File: src/rtl/pcreg_pkg.sv
package pcreg_pkg;
  // Architectural indices with fixed meaning
  localparam int unsigned ZERO_IDX = 0;
  localparam int unsigned PC_IDX   = 1;
  localparam int unsigned GPR_BASE = 2; // first index backed by plain storage

  // Source selected for the counter on a given edge
  typedef enum logic [1:0] {
    PC_SRC_HOLD = 2'd0,
    PC_SRC_JUMP = 2'd1,
    PC_SRC_STEP = 2'd2
  } pc_src_e;
endpackage

File: src/rtl/pcreg_pc_unit.sv
module pcreg_pc_unit
  import pcreg_pkg::*;
#(
  parameter int unsigned DATA_W = 32
) (
  input  logic              clk_i,
  input  logic              rst_ni,
  input  logic              freeze_i,
  input  logic              jump_i,
  input  logic [DATA_W-1:0] jump_data_i,
  input  logic              step_i,
  input  logic [DATA_W-1:0] step_data_i,
  output logic [DATA_W-1:0] pc_o
);
  pc_src_e           src;
  logic [DATA_W-1:0] pc_d;
  logic [DATA_W-1:0] pc_q;
  logic              pc_en;

  // Explicit writeback outranks the step; freeze outranks both.
  always_comb begin
    src = PC_SRC_HOLD;
    if (!freeze_i) begin
      if (jump_i)      src = PC_SRC_JUMP;
      else if (step_i) src = PC_SRC_STEP;
    end
  end

  always_comb begin
    pc_en = 1'b1;
    pc_d  = pc_q;
    unique case (src)
      PC_SRC_JUMP: pc_d = jump_data_i;
      PC_SRC_STEP: pc_d = step_data_i;
      default:     pc_en = 1'b0;
    endcase
  end

  always_ff @(posedge clk_i or negedge rst_ni) begin
    if (!rst_ni)    pc_q <= '0;
    else if (pc_en) pc_q <= pc_d;
  end

  assign pc_o = pc_q;
endmodule

File: src/rtl/pcreg_gpr_bank.sv
module pcreg_gpr_bank
  import pcreg_pkg::*;
#(
  parameter int unsigned DATA_W = 32,
  parameter int unsigned ADDR_W = 5
) (
  input  logic                          clk_i,
  input  logic                          rst_ni,
  input  logic                          wr_en_i,
  input  logic [ADDR_W-1:0]             wr_addr_i,
  input  logic [DATA_W-1:0]             wr_data_i,
  output logic [(1<<ADDR_W)-1:0][DATA_W-1:0] regs_o
);
  localparam int unsigned NREGS = 1 << ADDR_W;

  for (genvar i = 0; i < NREGS; i++) begin : g_ent
    if (i < GPR_BASE) begin : g_none
      // Indices below the base are served elsewhere.
      assign regs_o[i] = '0;
    end else begin : g_store
      logic              hit;
      logic [DATA_W-1:0] q;
      logic [DATA_W-1:0] d;

      assign hit = wr_en_i && (wr_addr_i == ADDR_W'(i));

      always_comb begin
        d = q;
        if (hit) d = wr_data_i;
      end

      always_ff @(posedge clk_i or negedge rst_ni) begin
        if (!rst_ni)  q <= '0;
        else if (hit) q <= d;
      end

      assign regs_o[i] = q;
    end
  end
endmodule

File: src/rtl/pcreg_read_port.sv
module pcreg_read_port #(
  parameter int unsigned DATA_W = 32,
  parameter int unsigned ADDR_W = 5
) (
  input  logic [ADDR_W-1:0]                  addr_i,
  input  logic [(1<<ADDR_W)-1:0][DATA_W-1:0] view_i,
  output logic [DATA_W-1:0]                  data_o
);
  assign data_o = view_i[addr_i];
endmodule

File: src/rtl/pcreg_file.sv
module pcreg_file
  import pcreg_pkg::*;
#(
  parameter int unsigned DATA_W = 32,
  parameter int unsigned ADDR_W = 5
) (
  input  logic              clk_i,
  input  logic              rst_ni,
  input  logic [ADDR_W-1:0] rd_a_addr_i,
  output logic [DATA_W-1:0] rd_a_data_o,
  input  logic [ADDR_W-1:0] rd_b_addr_i,
  output logic [DATA_W-1:0] rd_b_data_o,
  input  logic              wr_en_i,
  input  logic [ADDR_W-1:0] wr_addr_i,
  input  logic [DATA_W-1:0] wr_data_i,
  input  logic [DATA_W-1:0] pc_next_i,
  input  logic              pc_step_i,
  input  logic              pc_freeze_i,
  output logic [DATA_W-1:0] pc_o
);
  localparam int unsigned NREGS = 1 << ADDR_W;

  logic [NREGS-1:0][DATA_W-1:0] bank;
  logic [NREGS-1:0][DATA_W-1:0] view;
  logic [DATA_W-1:0]            pc_q;
  logic                         pc_wr;

  assign pc_wr = wr_en_i && (wr_addr_i == ADDR_W'(PC_IDX));

  pcreg_pc_unit #(.DATA_W(DATA_W)) u_pc (
    .clk_i       (clk_i),
    .rst_ni      (rst_ni),
    .freeze_i    (pc_freeze_i),
    .jump_i      (pc_wr),
    .jump_data_i (wr_data_i),
    .step_i      (pc_step_i),
    .step_data_i (pc_next_i),
    .pc_o        (pc_q)
  );

  pcreg_gpr_bank #(.DATA_W(DATA_W), .ADDR_W(ADDR_W)) u_bank (
    .clk_i     (clk_i),
    .rst_ni    (rst_ni),
    .wr_en_i   (wr_en_i),
    .wr_addr_i (wr_addr_i),
    .wr_data_i (wr_data_i),
    .regs_o    (bank)
  );

  // Overlay the constant zero and the counter onto the stored entries.
  always_comb begin
    view           = bank;
    view[ZERO_IDX] = '0;
    view[PC_IDX]   = pc_q;
  end

  pcreg_read_port #(.DATA_W(DATA_W), .ADDR_W(ADDR_W)) u_rd_a (
    .addr_i (rd_a_addr_i),
    .view_i (view),
    .data_o (rd_a_data_o)
  );

  pcreg_read_port #(.DATA_W(DATA_W), .ADDR_W(ADDR_W)) u_rd_b (
    .addr_i (rd_b_addr_i),
    .view_i (view),
    .data_o (rd_b_data_o)
  );

  assign pc_o = pc_q;
endmodule

File: config.mk
export PLATFORM = sky130hd
export DESIGN_NAME = pcreg_file
export DESIGN_NICKNAME = d
export VERILOG_FILES = /design/src/rtl/pcreg_pkg.sv /design/src/rtl/pcreg_pc_unit.sv /design/src/rtl/pcreg_gpr_bank.sv /design/src/rtl/pcreg_read_port.sv /design/src/rtl/pcreg_file.sv
export SDC_FILE = /design/constraint.sdc
export NUM_CORES = 2
export LEC_CHECK = 0
export CORE_AREA = 2 2 352 354
export CTS_CLUSTER_SIZE = 40
export DETAILED_ROUTE_END_ITERATION = 8
export DIE_AREA = 0 0 354 356
export PLACE_DENSITY_LB_ADDON = 0.2
export SYNTH_ARGS = -nofsm -noshare
export SYNTH_HDL_FRONTEND = slang
export SYNTH_SLANG_ARGS = --single-unit
File: constraint.sdc
create_clock -name clk_i -period 8.23 [get_ports clk_i]
set_clock_uncertainty 0.2 [all_clocks]
set_input_delay 1.646 -clock clk_i [delete_from_list [all_inputs] [get_ports clk_i]]
set_output_delay 1.646 -clock clk_i [all_outputs]
set_load 0.03 [all_outputs]
==> flow_summary.ini <==
[hold_path]
worst_hold_startpoint = u_bank.g_ent[20].g_store.q[22]
hold_path_end = u_bank.g_ent[20].g_store.q[22]
min_path_cells = 1
min_path_type = reg2reg

[critical_path]
crit_family = buffers and inverters
r2r-end = u_pc.pc_o[11]
crit_path_max_fanout = 28
critPathBufInv = 3
r2r-start = u_pc.pc_o[11]
reg2reg_slack_ns = 7.17
cp-start-kind = primary input
cp-end-kind = output port
crit_path_top_delay_cell = nor2b_4
critPathKind = in2out
required_ns = 6.38
cpMostUsedCell = buf_4
cp.depth = 7
critical-path-max-stage-delay_ns = 0.98
cp_cell_sequence = buf_4 -> nor2b_4 -> buf_4 -> a22o_1 -> o21ai_1 -> o31ai_1 -> clkdlybuf4s50_1
cp.arrival_ns = 4.99
r2r_cells = 2

[die]
dieWidth_um = 354
dieArea_sq_um = 126000
start_util = 0.436
core_area_sq_um = 123000
die_h_um = 356
pin_count = 180
num_rows = 129

[power]
pwr-share-comb = 0.217
seq_power_share = 0.435
p_sw_mw = 4.18
p_leak_nw = 25.8
ir_worst_vdd_v = 0.000195
p_clk_frac = 0.348
swShare = 0.279
p_int_mw = 10.8
powerDensity_nw_per_um2 = 248

[yosys]
seq_area_frac_synth = 0.464
syn_area_per_cell_sq_um = 14.5
synth_nets = 3765
synth_cells = 3680
netlist_top_cells_area = dfrtp_1 (46%), mux2_2 (21%), mux4_2 (16%)
syn_area_sq_um = 53500
ys_seq_elements = 992
yosysUniqueCellTypes = 34
synth_top_cell_by_area = dfrtp_1
synth.top_cell.area_share = 0.464
yosys_warnings = 0

[timing]
fmax_mhz = 146
maxSlewHeadroom = 0.134
rsz0062_at_grt = no
max_slew.worst_pin.slew_ns = 1.30
slew_violations = 0
setup_tns_ns = 0
setup_viol = 0
min_period_ns = 6.83
fin_crit_sh = 0.830
finalHoldViolations = 0

[finish]
drive_above_1_share = 0.454
nFillCells = 10541
syn2layout_area_growth_pct = 12.9
final_common_cell = dfrtp_1
final_nets = 3736
final_cell_area_sq_um = 60500
final_cell_mix = dfrtp_1 (992), mux2_2 (985), mux4_2 (384)
num_antenna_cells = 0

[route]
routed_wl_um = 166000
vias = 34116
firstDrtPassIters = 5
via_per_inst = 6.34
drc = 0
drt_iter0_drc = 2835
detail-route-antenna-nets = 0
routedWlPerCell_um = 30.8

[outcome]
status = complete, no violations

[clock_tree]
cts_buffers = 111
cts_tree = done
numClockSinks = 992
clk_pin_slew_ns = 0.06
clk_latency_ns = 0.69
cts_resized = 0
cts_root_buffer = clkbuf_16
post_cts_buffers = 0
ctsHoldBuffers = 0
h-tree-depth = 3
clock_path_buffers = 3

[global_routing]
grt_max_degree = 166
grt_remaining_overflow = 0
antenna_found_initial = 4
grt_pass1_wl_um = 245000
grt_pass1_vias = 35365
groute.usage.overall = 0.265

[placement]
hpwl_um = 96300
place_area_sq_um = 56700
port_buffers = 179
gp_congestion = 0.780

[job]
max_cap_viol_count = 0
[kinds of logic after synthesis]
| family | count (synthesis) | share of synthesized area |
|---|---|---|
| AOI/OAI and AO/OA | 481 | 0.0659 |
| adders and majority gates | 1 | 0.000234 |
| buffers and inverters | 416 | 0.0356 |
| DFF | 992 | 0.464 |
| muxes | 1632 | 0.419 |
| and+or+nand+nor | 158 | 0.0159 |
[area by class of cell]
type / instances / area, sq um / area share
Timing Repair Buffer: 272 / 2710 / 0.0449
Inverter: 2 / 7.51 / 0.000124
Clock inverter: 47 / 642 / 0.0106
Multi-Input combinational cell: 2272 / 27100 / 0.448
Clock buffer: 159 / 3170 / 0.0524
Sequential cell: 992 / 24800 / 0.411
Tap cell: 1637 / 2050 / 0.0339
[flip-flops by register name (all words and copies together), names as in the netlist]
register                flops
u_bank.g_ent.g_store.q    960
u_pc.pc_o                  32
[through the flow]
| stage | hold slack [ns] | setup slack, ns | util | power [mW] | std cells |
|---|---|---|---|---|---|
| finish | 0.305 | 1.40 | 0.493 | 15.0 | 5381 |
| global route | 0.325 | 1.34 | 0.493 | 15.7 | 5381 |
| CTS | 0.308 | 1.46 | 0.493 | 15.1 | 5381 |
| detailed placement | 0.295 | 1.48 | 0.462 | 9.84 | 5175 |
| global placement | 0.287 | 1.45 | 0.462 | 9.75 | 5175 |
| floorplan | 0.271 | 2.93 | - | 8.80 | 3680 |
[how the worst max path moves through the flow]
stage / slack, ns / from / to
finish: 1.40 / rd_a_addr_i[1] / rd_a_data_o[0]
global route: 1.34 / rd_b_addr_i[0] / rd_b_data_o[13]
CTS: 1.46 / rd_a_addr_i[1] / rd_a_data_o[3]
detailed placement: 1.48 / rd_a_addr_i[1] / rd_a_data_o[3]
global placement: 1.45 / rd_a_addr_i[1] / rd_a_data_o[3]
floorplan: 2.93 / rd_b_addr_i[0] / rd_b_data_o[23]
[per-layer routing]
layer / up-vias / GRT usage / share of wire
li1: 14194 / - / -
met1: 18498 / 0.372 / 0.44
met2: 1176 / 0.411 / 0.46
met3: 248 / 0.0631 / 0.076
met4: 0 / 0.0759 / 0.026
met5: - / 0 / 0
[cells in the mapped netlist (all sizes together)]
library cell and count:
mux2 1024, dfrtp 992, mux4 384, clkbuf 225, mux2i 224, a22o 192
buf 189, o21ai 96, and2 66, a211oi 64, o22ai 64, o31ai 64
nand2 46, nor2 15, nor2b 10, nand2b 6, nand4b 3, nor3 3
or3 3, inv 2, nor3b 2, a21oi 1, ha 1, nand3 1
nand3b 1, nand4 1, nor4 1
[worst register-to-register path, delay by kind of cell (launching register included)]
kind	cells	cell delay, ns
DFF	1	0.52
and+or+nand+nor	1	0.10
AOI/OAI and AO/OA	1	0.08
[power by group through the flow]
| stage | logic (mW) | registers (mW) | clock network [mW] |
|---|---|---|---|
| after floorplan | 2.40 | 6.40 | 0 |
| after global placement | 3.21 | 6.54 | 0 |
| after detailed placement | 3.26 | 6.59 | 0 |
| after CTS | 3.27 | 6.50 | 5.31 |
| after global routing | 3.48 | 6.65 | 5.52 |
| final | 3.25 | 6.51 | 5.21 |
Power figures use the tool's default switching activity.
